## config.mk

```make
export PLATFORM = sky130hd
export DESIGN_NAME = i2c_mtx_ctrl
export DESIGN_NICKNAME = d
export VERILOG_FILES = /design/src/rtl/i2c_mtx_pkg.sv /design/src/rtl/i2c_mtx_rate.sv /design/src/rtl/i2c_mtx_busmon.sv /design/src/rtl/i2c_mtx_engine.sv /design/src/rtl/i2c_mtx_ctrl.sv
export SDC_FILE = /design/constraint.sdc
export NUM_CORES = 1
export LEC_CHECK = 0
export CORE_MARGIN = 3
export CORE_UTILIZATION = 46
export DETAILED_ROUTE_END_ITERATION = 8
export GPL_ROUTABILITY_DRIVEN = 0
export PLACE_DENSITY_LB_ADDON = 0.12
export SLEW_MARGIN = 20
export SYNTH_ARGS = -nofsm -noshare
export SYNTH_HDL_FRONTEND = slang
export SYNTH_SLANG_ARGS = --single-unit
export TNS_END_PERCENT = 5
```

## constraint.sdc

```tcl
create_clock -name clk -period 1.78 [get_ports clk]
set_clock_uncertainty 0.2 [all_clocks]
set_input_delay 0.267 -clock clk [delete_from_list [all_inputs] [get_ports clk]]
set_output_delay 0.267 -clock clk [all_outputs]
set_load 0.05 [all_outputs]
```

## src/rtl/i2c_mtx_pkg.sv

```systemverilog
package i2c_mtx_pkg;

  localparam int BYTE_BITS = 8;
  localparam int RATE_W    = 3;

  localparam int CB_CR2 = 7;
  localparam int CB_EN  = 6;
  localparam int CB_STA = 5;
  localparam int CB_STO = 4;
  localparam int CB_SI  = 3;
  localparam int CB_CR1 = 1;
  localparam int CB_CR0 = 0;

  localparam logic [4:0] SC_START   = 5'h01;
  localparam logic [4:0] SC_RSTART  = 5'h02;
  localparam logic [4:0] SC_ADR_ACK = 5'h03;
  localparam logic [4:0] SC_ADR_NAK = 5'h04;
  localparam logic [4:0] SC_DAT_ACK = 5'h05;
  localparam logic [4:0] SC_DAT_NAK = 5'h06;
  localparam logic [4:0] SC_ARB     = 5'h07;
  localparam logic [4:0] SC_IDLE    = 5'h1F;

  typedef enum logic [3:0] {
    ST_IDLE, ST_S_SDA, ST_S_SCL, ST_HOLD,
    ST_B0, ST_B1, ST_B2, ST_B3,
    ST_P1, ST_P2, ST_R1, ST_R2
  } eng_state_t;

endpackage

```

## src/rtl/i2c_mtx_rate.sv

```systemverilog
module i2c_mtx_rate #(
  parameter int BASE_DIV = 4,
  parameter int RATE_W   = 3
) (
  input  logic              clk,
  input  logic              rst_n,
  input  logic              en,
  input  logic [RATE_W-1:0] rate,
  output logic              tick
);
  localparam int MAX_DIV = BASE_DIV << ((1 << RATE_W) - 1);
  localparam int CNT_W   = $clog2(MAX_DIV);

  logic [CNT_W-1:0] cnt_q, cnt_d, lim;

  assign lim  = CNT_W'((BASE_DIV << rate) - 1);
  assign tick = en && (cnt_q >= lim);

  always_comb begin
    if (!en || tick) cnt_d = '0;
    else             cnt_d = cnt_q + 1'b1;
  end

  always_ff @(posedge clk or negedge rst_n) begin
    if (!rst_n) cnt_q <= '0;
    else        cnt_q <= cnt_d;
  end
endmodule

```

## src/rtl/i2c_mtx_busmon.sv

```systemverilog
module i2c_mtx_busmon #(
  parameter int SYNC_STAGES = 2
) (
  input  logic clk,
  input  logic rst_n,
  input  logic en,
  input  logic scl_i,
  input  logic sda_i,
  output logic scl_s,
  output logic sda_s,
  output logic stop_det,
  output logic busy
);
  logic [SYNC_STAGES-1:0] scl_sh, sda_sh;
  logic scl_p, sda_p, busy_q, busy_d, start_det;

  assign scl_s     = scl_sh[SYNC_STAGES-1];
  assign sda_s     = sda_sh[SYNC_STAGES-1];
  assign start_det = scl_s && scl_p && sda_p && !sda_s;
  assign stop_det  = scl_s && scl_p && !sda_p && sda_s;
  assign busy      = busy_q;

  always_comb begin
    busy_d = busy_q;
    if (!en)            busy_d = 1'b0;
    else if (start_det) busy_d = 1'b1;
    else if (stop_det)  busy_d = 1'b0;
  end

  always_ff @(posedge clk or negedge rst_n) begin
    if (!rst_n) begin
      scl_sh <= '1;
      sda_sh <= '1;
      scl_p  <= 1'b1;
      sda_p  <= 1'b1;
      busy_q <= 1'b0;
    end else begin
      scl_sh <= {scl_sh[SYNC_STAGES-2:0], scl_i};
      sda_sh <= {sda_sh[SYNC_STAGES-2:0], sda_i};
      scl_p  <= scl_s;
      sda_p  <= sda_s;
      busy_q <= busy_d;
    end
  end
endmodule

```

## src/rtl/i2c_mtx_engine.sv

```systemverilog
module i2c_mtx_engine
  import i2c_mtx_pkg::*;
(
  input  logic       clk,
  input  logic       rst_n,
  input  logic       en,
  input  logic       tick,
  input  logic       scl_s,
  input  logic       sda_s,
  input  logic       busy,
  input  logic       sta,
  input  logic       sto,
  input  logic       si,
  input  logic [7:0] tx_byte,
  output logic       scl_oe,
  output logic       sda_oe,
  output logic       ev_post,
  output logic       ev_irq,
  output logic [4:0] ev_code
);
  localparam logic [3:0] LAST_BIT = 4'(BYTE_BITS);

  eng_state_t state_q, state_d;
  logic [3:0] bcnt_q, bcnt_d;
  logic [7:0] shft_q, shft_d;
  logic scl_q, scl_d, sda_q, sda_d;
  logic adr_q, adr_d, rep_q, rep_d, ack_q, ack_d;

  assign scl_oe = scl_q;
  assign sda_oe = sda_q;

  always_comb begin
    state_d = state_q;
    bcnt_d  = bcnt_q;
    shft_d  = shft_q;
    scl_d   = scl_q;
    sda_d   = sda_q;
    adr_d   = adr_q;
    rep_d   = rep_q;
    ack_d   = ack_q;
    ev_post = 1'b0;
    ev_irq  = 1'b0;
    ev_code = SC_IDLE;
    if (!en) begin
      state_d = ST_IDLE;
      bcnt_d  = '0;
      scl_d   = 1'b0;
      sda_d   = 1'b0;
      adr_d   = 1'b0;
      rep_d   = 1'b0;
      ack_d   = 1'b0;
    end else begin
      unique case (state_q)
        ST_IDLE: begin
          scl_d = 1'b0;
          sda_d = 1'b0;
          if (tick && sta && !si && !busy && scl_s && sda_s) begin
            sda_d   = 1'b1;
            rep_d   = 1'b0;
            state_d = ST_S_SDA;
          end
        end
        ST_S_SDA: if (tick) begin
          scl_d   = 1'b1;
          state_d = ST_S_SCL;
        end
        ST_S_SCL: if (tick) begin
          ev_post = 1'b1;
          ev_irq  = 1'b1;
          ev_code = rep_q ? SC_RSTART : SC_START;
          adr_d   = 1'b1;
          state_d = ST_HOLD;
        end
        ST_HOLD: if (tick && !si) begin
          if (sto) begin
            sda_d   = 1'b1;
            state_d = ST_P1;
          end else if (sta) begin
            sda_d   = 1'b0;
            state_d = ST_R1;
          end else begin
            shft_d  = tx_byte;
            bcnt_d  = '0;
            state_d = ST_B0;
          end
        end
        ST_B0: if (tick) begin
          sda_d   = (bcnt_q == LAST_BIT) ? 1'b0 : !shft_q[7];
          state_d = ST_B1;
        end
        ST_B1: if (tick) begin
          scl_d   = 1'b0;
          state_d = ST_B2;
        end
        ST_B2: if (tick && scl_s) begin
          if (bcnt_q != LAST_BIT) begin
            if (!sda_q && !sda_s) begin
              scl_d   = 1'b0;
              sda_d   = 1'b0;
              adr_d   = 1'b0;
              ev_post = 1'b1;
              ev_irq  = 1'b1;
              ev_code = SC_ARB;
              state_d = ST_IDLE;
            end else begin
              shft_d  = {shft_q[6:0], 1'b0};
              state_d = ST_B3;
            end
          end else begin
            ack_d   = !sda_s;
            state_d = ST_B3;
          end
        end
        ST_B3: if (tick) begin
          scl_d = 1'b1;
          if (bcnt_q == LAST_BIT) begin
            ev_post = 1'b1;
            ev_irq  = 1'b1;
            if (adr_q) ev_code = ack_q ? SC_ADR_ACK : SC_ADR_NAK;
            else       ev_code = ack_q ? SC_DAT_ACK : SC_DAT_NAK;
            adr_d   = 1'b0;
            state_d = ST_HOLD;
          end else begin
            bcnt_d  = bcnt_q + 1'b1;
            state_d = ST_B0;
          end
        end
        ST_P1: if (tick) begin
          scl_d   = 1'b0;
          state_d = ST_P2;
        end
        ST_P2: if (tick && scl_s) begin
          sda_d   = 1'b0;
          ev_post = 1'b1;
          ev_code = SC_IDLE;
          state_d = ST_IDLE;
        end
        ST_R1: if (tick) begin
          scl_d   = 1'b0;
          state_d = ST_R2;
        end
        ST_R2: if (tick && scl_s) begin
          sda_d   = 1'b1;
          rep_d   = 1'b1;
          state_d = ST_S_SDA;
        end
        default: state_d = ST_IDLE;
      endcase
    end
  end

  always_ff @(posedge clk or negedge rst_n) begin
    if (!rst_n) begin
      state_q <= ST_IDLE;
      bcnt_q  <= '0;
      shft_q  <= '0;
      scl_q   <= 1'b0;
      sda_q   <= 1'b0;
      adr_q   <= 1'b0;
      rep_q   <= 1'b0;
      ack_q   <= 1'b0;
    end else begin
      state_q <= state_d;
      bcnt_q  <= bcnt_d;
      shft_q  <= shft_d;
      scl_q   <= scl_d;
      sda_q   <= sda_d;
      adr_q   <= adr_d;
      rep_q   <= rep_d;
      ack_q   <= ack_d;
    end
  end
endmodule

```

## src/rtl/i2c_mtx_ctrl.sv

```systemverilog
module i2c_mtx_ctrl
  import i2c_mtx_pkg::*;
#(
  parameter int BASE_DIV    = 4,
  parameter int SYNC_STAGES = 2
) (
  input  logic       clk,
  input  logic       rst_n,
  input  logic       ctl_wr,
  input  logic [7:0] ctl_wdata,
  output logic [7:0] ctl_rdata,
  input  logic       dat_wr,
  input  logic [7:0] dat_wdata,
  output logic [7:0] stat_rdata,
  output logic       irq,
  input  logic       scl_i,
  input  logic       sda_i,
  output logic       scl_oe,
  output logic       sda_oe
);
  logic [1:0] rst_sh;
  logic       rst_int_n;
  logic [7:0] ctl_q, ctl_d, dat_q;
  logic [4:0] code_q, code_d;
  logic tick, scl_s, sda_s, stop_det, busy;
  logic ev_post, ev_irq;
  logic [4:0] ev_code;
  logic [RATE_W-1:0] rate;

  always_ff @(posedge clk or negedge rst_n) begin
    if (!rst_n) rst_sh <= 2'b00;
    else        rst_sh <= {rst_sh[0], 1'b1};
  end
  assign rst_int_n = rst_sh[1];

  assign rate       = {ctl_q[CB_CR2], ctl_q[CB_CR1], ctl_q[CB_CR0]};
  assign ctl_rdata  = ctl_q;
  assign stat_rdata = {code_q, 3'b000};
  assign irq        = ctl_q[CB_SI];

  always_comb begin
    ctl_d = ctl_q;
    if (ctl_wr) begin
      ctl_d        = ctl_wdata;
      ctl_d[CB_SI] = ctl_q[CB_SI] & ctl_wdata[CB_SI];
    end
    if (ev_irq)   ctl_d[CB_SI]  = 1'b1;
    if (stop_det) ctl_d[CB_STO] = 1'b0;
    if (!ctl_d[CB_EN]) begin
      ctl_d[CB_STO] = 1'b0;
      ctl_d[CB_SI]  = 1'b0;
    end
  end

  always_comb begin
    code_d = code_q;
    if (ev_post)       code_d = ev_code;
    if (!ctl_d[CB_EN]) code_d = SC_IDLE;
  end

  always_ff @(posedge clk or negedge rst_int_n) begin
    if (!rst_int_n) begin
      ctl_q  <= '0;
      code_q <= SC_IDLE;
      dat_q  <= '0;
    end else begin
      ctl_q  <= ctl_d;
      code_q <= code_d;
      if (dat_wr) dat_q <= dat_wdata;
    end
  end

  i2c_mtx_rate #(.BASE_DIV(BASE_DIV), .RATE_W(RATE_W)) u_rate (
    .clk(clk), .rst_n(rst_int_n), .en(ctl_q[CB_EN]), .rate(rate), .tick(tick)
  );

  i2c_mtx_busmon #(.SYNC_STAGES(SYNC_STAGES)) u_mon (
    .clk(clk), .rst_n(rst_int_n), .en(ctl_q[CB_EN]),
    .scl_i(scl_i), .sda_i(sda_i), .scl_s(scl_s), .sda_s(sda_s),
    .stop_det(stop_det), .busy(busy)
  );

  i2c_mtx_engine u_eng (
    .clk(clk), .rst_n(rst_int_n), .en(ctl_q[CB_EN]), .tick(tick),
    .scl_s(scl_s), .sda_s(sda_s), .busy(busy),
    .sta(ctl_q[CB_STA]), .sto(ctl_q[CB_STO]), .si(ctl_q[CB_SI]),
    .tx_byte(dat_q), .scl_oe(scl_oe), .sda_oe(sda_oe),
    .ev_post(ev_post), .ev_irq(ev_irq), .ev_code(ev_code)
  );
endmodule

```

==> results_dict.tcl, run 1 <==
set metrics [dict create \
    seq_power_share_pct 44.2 \
    port_buffers 37 \
    yosysUniqueCellTypes 71 \
    maxCapViolations 0 \
    synth_fa_ha_area_share_pct 4.11 \
    ant_nets 0 \
    fillers 544 \
    fin_total_pwr_mw 3.25 \
    post-synth-top-area-fraction_pct 33.6 \
    yosysTopAreaCell "dfrtp_1" \
    worstPathRequired_ps 1840 \
    dieArea_mm2 0.00904 \
    power.switching_uw 899 \
    route.detailed.drc 0 \
    status "finished, violations left" \
    multiInputGateArea_mm2 0.00212 \
    grt_overflow 0 \
    synth-seq-cells 59 \
    post_dp_cell_area_mm2 0.00485 \
    rsz0062_at_grt "true" \
    final_common_cell "buf_4" \
    fin_nets 527 \
    vias_per_cell 5.47 \
    criticalPathCategory "reg -> reg" \
    synth_compound_area_share_pct 20.0 \
    synth_edf_count 0 \
    p_sw_share_pct 27.7 \
    fp.coreArea_mm2 0.00749 \
    max_freq_mhz 293 \
    worstReg2RegStart "ctl_rdata[1]" \
    pwr-share-clk_pct 38.5 \
    ys_async_sr_fraction_pct 100 \
    grt_pass1_vias 3226 \
    dr.pass1.iters 5 \
    p_leak_nw 2.32 \
    htreeDepth 3 \
    die_width_um 95.1 \
    p_int_mw 2.35 \
    fin_hold_ws_ps 71.9 \
    drtIter0Drc 174 \
    cts_tree "yes" \
    syn_inst 378 \
    final_layout_size_suffix_gt1_share_pct 40.2 \
    clk_path_buf_depth 2 \
    yosysWarnings 0 \
    io_pins 41 \
    rows 31 \
    crit_path_max_fanout 6 \
    synth_mux_area_share_pct 7.67 \
    synth-main-ff-cell "dfrtp_1" \
    clk_latency_ps 340 \
    start_kind "flop" \
    seq_area_frac_synth_pct 40.8 \
    clkSinkCount 59 \
    design_area_mm2 0.00523 \
    dp_cells 579 \
    grt_pass1_wl_um 16000 \
    grt_usage_pct 22.7 \
    wire_per_inst_um 15.8 \
    seq_area_mm2 0.00149 \
    slew_violations 0 \
    start_util_pct 48.8 \
    power_density_mw_per_mm2 621 \
    finalSetupTns_ps -47860 \
    grt_max_degree 58 \
    mostFrequentLayoutCells "buf_4 (84), nand2_1 (46), dfrtp_1 (45)" \
    synthTopCellsByArea "dfrtp_1 (34%), dfstp_2 (7.2%), nand2_1 (4.7%)" \
    synth_area_mm2 0.00365 \
    ir_drop_mv 0.490 \
    area_growth_pct 43.2 \
    root_buffer "clkbuf_8" \
    hold_viol_final 0 \
    synth_top_family_by_area "compound AO/OA/AOI/OAI gates" \
    dp_hpwl_um 7000 \
    setup.worst_path.end_class "flop" \
    avgSynthCellArea_um2 9.66 \
    cp-startpoint "ctl_rdata[1]" \
    clk_pin_slew_ps 70 \
    pre_cts_ws_ps -1690 \
    yosys.area_share.simple_pct 18.9 \
    min_path_type "reg -> async" \
    final_cells 597 \
    antenna_found_initial 0 \
    failed_checks "setup timing" \
    pwr-share-comb_pct 17.3 \
    vias 3267 \
    fin_crit_sh_pct 192 \
    cp.arrival_ps 3470 \
    finalSetupViolCount 35 \
    wirelength_um 9420 \
    antenna_cells 0 \
    fin_ws_ps -1630 \
    fp.dieH_um 95.1 \
    period_minus_slack_ps 3410 \
    numCtsBuffers 9 \
    synth_xor_area_share_pct 2.40 \
    final_util_pct 69.9 \
]
sequential cells by signal, summed over array words and instances, names as in the netlist, 2 cells and up:
signal	flops
code_q	4
u_eng.shft_q	8
u_eng.state_q	4
dat_q	8
u_eng.bcnt_q	4
u_mon.scl_sh	2
u_mon.sda_sh	2
u_rate.cnt_q	9
ctl_rdata	8
rst_sh	2
cell usage after synthesis (all sizes together), types with 4 or more instances:
master / instances
buf: 17
nor3: 11
mux2i: 4
a21oi: 28
and3: 4
nand2: 48
nand2b: 7
mux2: 19
or3: 6
inv: 10
ha: 12
o22a: 4
clkbuf: 9
dfrtp: 49
nand3: 11
o21ai: 23
dfstp: 10
nor2: 32
nor2b: 4
xor2: 8
o31ai: 5
o21a: 6
path summary, 6_finish.rpt:
check	cells past startpoint	end	slack, ps
worst max register to register	13	u_eng.state_q[1]	-1630
worst max-delay path	13	u_eng.state_q[1]	-1630
min in group clk	1	u_mon.scl_sh[0]	130
worst min-delay path	1	dat_q[2]	70
worst min register to register	1	dat_q[2]	70
max in group asynchronous	2	rst_sh[1]	820
power groups by stage:
stage	Sequential, mW	Clock, mW	Combinational (mW)
final	1.43	1.25	0.561
after global routing	1.44	1.33	0.606
after CTS	1.43	1.27	0.561
after detailed placement	1.46	0	0.534
after global placement	1.46	0	0.521
after floorplan	1.51	0	0.250
kinds of logic after synthesis:
logic type	after synthesis
buffers and inverters	36
AOI/OAI and AO/OA	95
muxes	23
DFF	59
and+or+nand+nor	141
adders and majority gates	12
other	2
xor gates and xnor gates	10
what timing repair did:
item,CTS,global route
pin swaps,11,8
endpoints found under the setup margin,35,35
buffers inserted,1,0
hold buffers,1,0
gates resized for setup,24,9
endpoints found under the hold margin,2,0
layout make-up:
type / instances / area share, %
inverter: 10 / 0.718
sequential: 59 / 28.6
multi-input combinational: 285 / 40.5
clock buffer: 10 / 2.63
tap: 99 / 2.37
clock inverter: 6 / 1.24
timing repair buffer: 128 / 24.0
routing by layer:
metal	global-route usage, %	routed length [um]
met1	32.4	4270
met2	35.0	4510
met3	3.71	468
met4	7.45	180
met5	0	0
worst max-delay path: stages, from the launching register on:
cell,delay [ps]
dfrtp_2,400
or3_4,410
ha_4,200
nor3_2,100
a21oi_1,60
o21a_1,200
ha_4,280
nand4_1,210
a21o_4,270
buf_12,130
nand2_4,100
a2111oi_4,100
or4_4,550
a21oi_2,120
(Power assumes the default switching activity.)
==> inputs of run 2 (changes only) <==
--- a/config.mk
+++ b/config.mk
@@ -5,8 +5,7 @@
 export SDC_FILE = /design/constraint.sdc
 export NUM_CORES = 1
 export LEC_CHECK = 0
-export CORE_MARGIN = 3
-export CORE_UTILIZATION = 46
+export CORE_UTILIZATION = 40
 export DETAILED_ROUTE_END_ITERATION = 8
 export GPL_ROUTABILITY_DRIVEN = 0
 export PLACE_DENSITY_LB_ADDON = 0.12
==> run 2 against run 1 <==
The run ends with hold timing, setup timing left; first-iteration DRC count shrank 16%; setup slack gained 19 ps; fmax up 0.55%; global-route usage decreased by 1.4 points; wire length is essentially flat; sequential power barely moved; clock-buffer cell count shrank 1; sequential share of layout area grew 0.10 points.
==> results_dict.tcl, run 2 (synthesis gave the netlist of run 1 again) <==
set metrics [dict create \
    status "finished, violations left" \
    failed_checks "hold timing, setup timing" \
    fin_total_pwr_mw 3.29 \
    min_path_type "reg -> async" \
    r2r_setup_slack_ps -1610 \
    rr_worst_depth 13 \
    antenna_found_initial 0 \
    vias_per_cell 5.33 \
    antenna_cells 0 \
    start_kind "flop" \
    worstReg2RegStart "ctl_rdata[0]" \
    clkSinkCount 59 \
    clk_pin_slew_ps 80 \
    rows 34 \
    final_common_cell "buf_4" \
    vias 3233 \
    dp_hpwl_um 7070 \
    fp.coreArea_mm2 0.00876 \
    criticalPathCategory "reg -> reg" \
    endpoint "u_eng.shft_q[6]" \
    wirelength_um 9430 \
    fp.dieH_um 97.6 \
    power.switching_uw 957 \
    setup.worst_path.end_class "flop" \
    ant_nets 0 \
    drtIter0Drc 146 \
    area_growth_pct 42.7 \
    period_minus_slack_ps 3390 \
    grt_overflow 0 \
    power_density_mw_per_mm2 631 \
    rsz0062_at_grt "true" \
    p_leak_nw 2.31 \
    final_util_pct 59.5 \
    grt_pass1_wl_um 15900 \
    ir_drop_mv 0.366 \
    regMostFlops "u_rate.cnt_q" \
    p_int_mw 2.33 \
    final_cells 607 \
    final_layout_size_suffix_gt1_share_pct 40.5 \
    maxCapViolations 0 \
    clk_latency_ps 350 \
    fillers 743 \
    dp_cells 588 \
    seq_power_share_pct 43.8 \
    fin_nets 528 \
    grt_usage_pct 21.3 \
    fin_hold_ws_ps -1.31 \
    largest_reg_flops 9 \
    dr.pass1.iters 4 \
    rr_endpoint "u_eng.shft_q[6]" \
    pre_cts_ws_ps -1640 \
    port_buffers 37 \
    fin_ws_ps -1610 \
    worstPathRequired_ps 1820 \
    finalSetupViolCount 35 \
    crit_path_max_fanout 8 \
    root_buffer "clkbuf_8" \
    p_sw_share_pct 29.1 \
    grt_pass1_vias 3256 \
    grt_max_degree 42 \
    mostFrequentLayoutCells "buf_4 (87), nand2_1 (46), dfrtp_1 (45)" \
    pwr-share-comb_pct 16.8 \
    fin_crit_sh_pct 191 \
    dieArea_mm2 0.00952 \
    tightestPinTransition_ps 578 \
    cp.arrival_ps 3430 \
    die_width_um 97.6 \
    htreeDepth 3 \
    clk_path_buf_depth 2 \
    hold_viol_final 1 \
    io_pins 41 \
    numCtsBuffers 9 \
    pwr-share-clk_pct 39.4 \
    max_freq_mhz 295 \
    route.detailed.drc 0 \
    slew_violations 0 \
    cts_tree "yes" \
    start_util_pct 41.7 \
    cp-startpoint "ctl_rdata[0]" \
    worst_slew_margin_rel_pct 61.0 \
    wire_per_inst_um 15.5 \
]
==> run 2: changes by cell type in the layout (fill, tap and decap cells not counted), moves of 2 or more <==
cell / delta
inv_6: +4
clkinv_2: -2
buf_4: +3
o21ai_0: -2
==> run 2: metal layers <==
| layer | GRT usage, % | vias up | part of all wire (%) |
|---|---|---|---|
| met1 | 26.8 | 1560 | 45 |
| met4 | 9.16 | 0 | 2.3 |
| li1 | - | 1578 | - |
| met3 | 5.25 | 19 | 4.2 |
| met2 | 34.6 | 76 | 48 |
| met5 | 0 | - | 0 |
==> run 2: worst max-delay path, stage by stage (launching register included) <==
cell and delay, ps:
dfrtp_2 400, or3_4 400, ha_4 190, nor3_2 120
a21oi_1 60, o21a_1 200, ha_4 270, nand4_1 190
a21o_4 270, a21oi_2 110, o221a_1 220, o21a_1 190
buf_12 150, mux2_4 300
==> run 2: stage by stage <==
step           TNS [ps]  cell area (um2)
6_report         -47240             5210
5_1_grt          -51510             5210
4_1_cts          -47680             5170
3_5_place_dp     -49420             4850
3_3_place_gp     -47970             4850
2_1_floorplan    -59000             3690
==> run 2: what timing repair did <==
item	4_1_cts	5_1_grt
cloned	0	0
pin swaps	21	9
hold buffers	1	0
setup buffers	2	0
endpoints found under the setup margin	35	35
hold endpoints to repair	2	0
resized for setup	21	10
==> run 2: area by class of cell <==
| cell class | count | area, um2 | share of cell area (%) |
|---|---|---|---|
| clock buffer | 9 | 124 | 2.38 |
| timing repair buffer | 129 | 1250 | 23.9 |
| clock inverter | 7 | 81.3 | 1.56 |
| tap | 108 | 135 | 2.59 |
| inverter | 10 | 37.5 | 0.720 |
| sequential | 59 | 1490 | 28.7 |
| multi-input combinational | 285 | 2090 | 40.2 |
==> run 2: worst min path at each step <==
stage / to / slack, ps / cells after the start
floorplan: rst_sh[0] / -230 / 0
global placement: u_eng.scl_oe / 4 / 0
detailed placement: u_eng.scl_oe / 7 / 0
CTS: u_eng.scl_oe / 10 / 0
global route: u_eng.scl_oe / 40 / 0
finish: u_eng.scl_oe / -1 / 0
==> run 2: power by group through the flow <==
stage	registers [mW]	clock network [mW]	logic [mW]
final	1.44	1.30	0.552
after global routing	1.45	1.40	0.594
after CTS	1.44	1.34	0.553
after detailed placement	1.47	0	0.526
after global placement	1.46	0	0.520
after floorplan	1.51	0	0.250
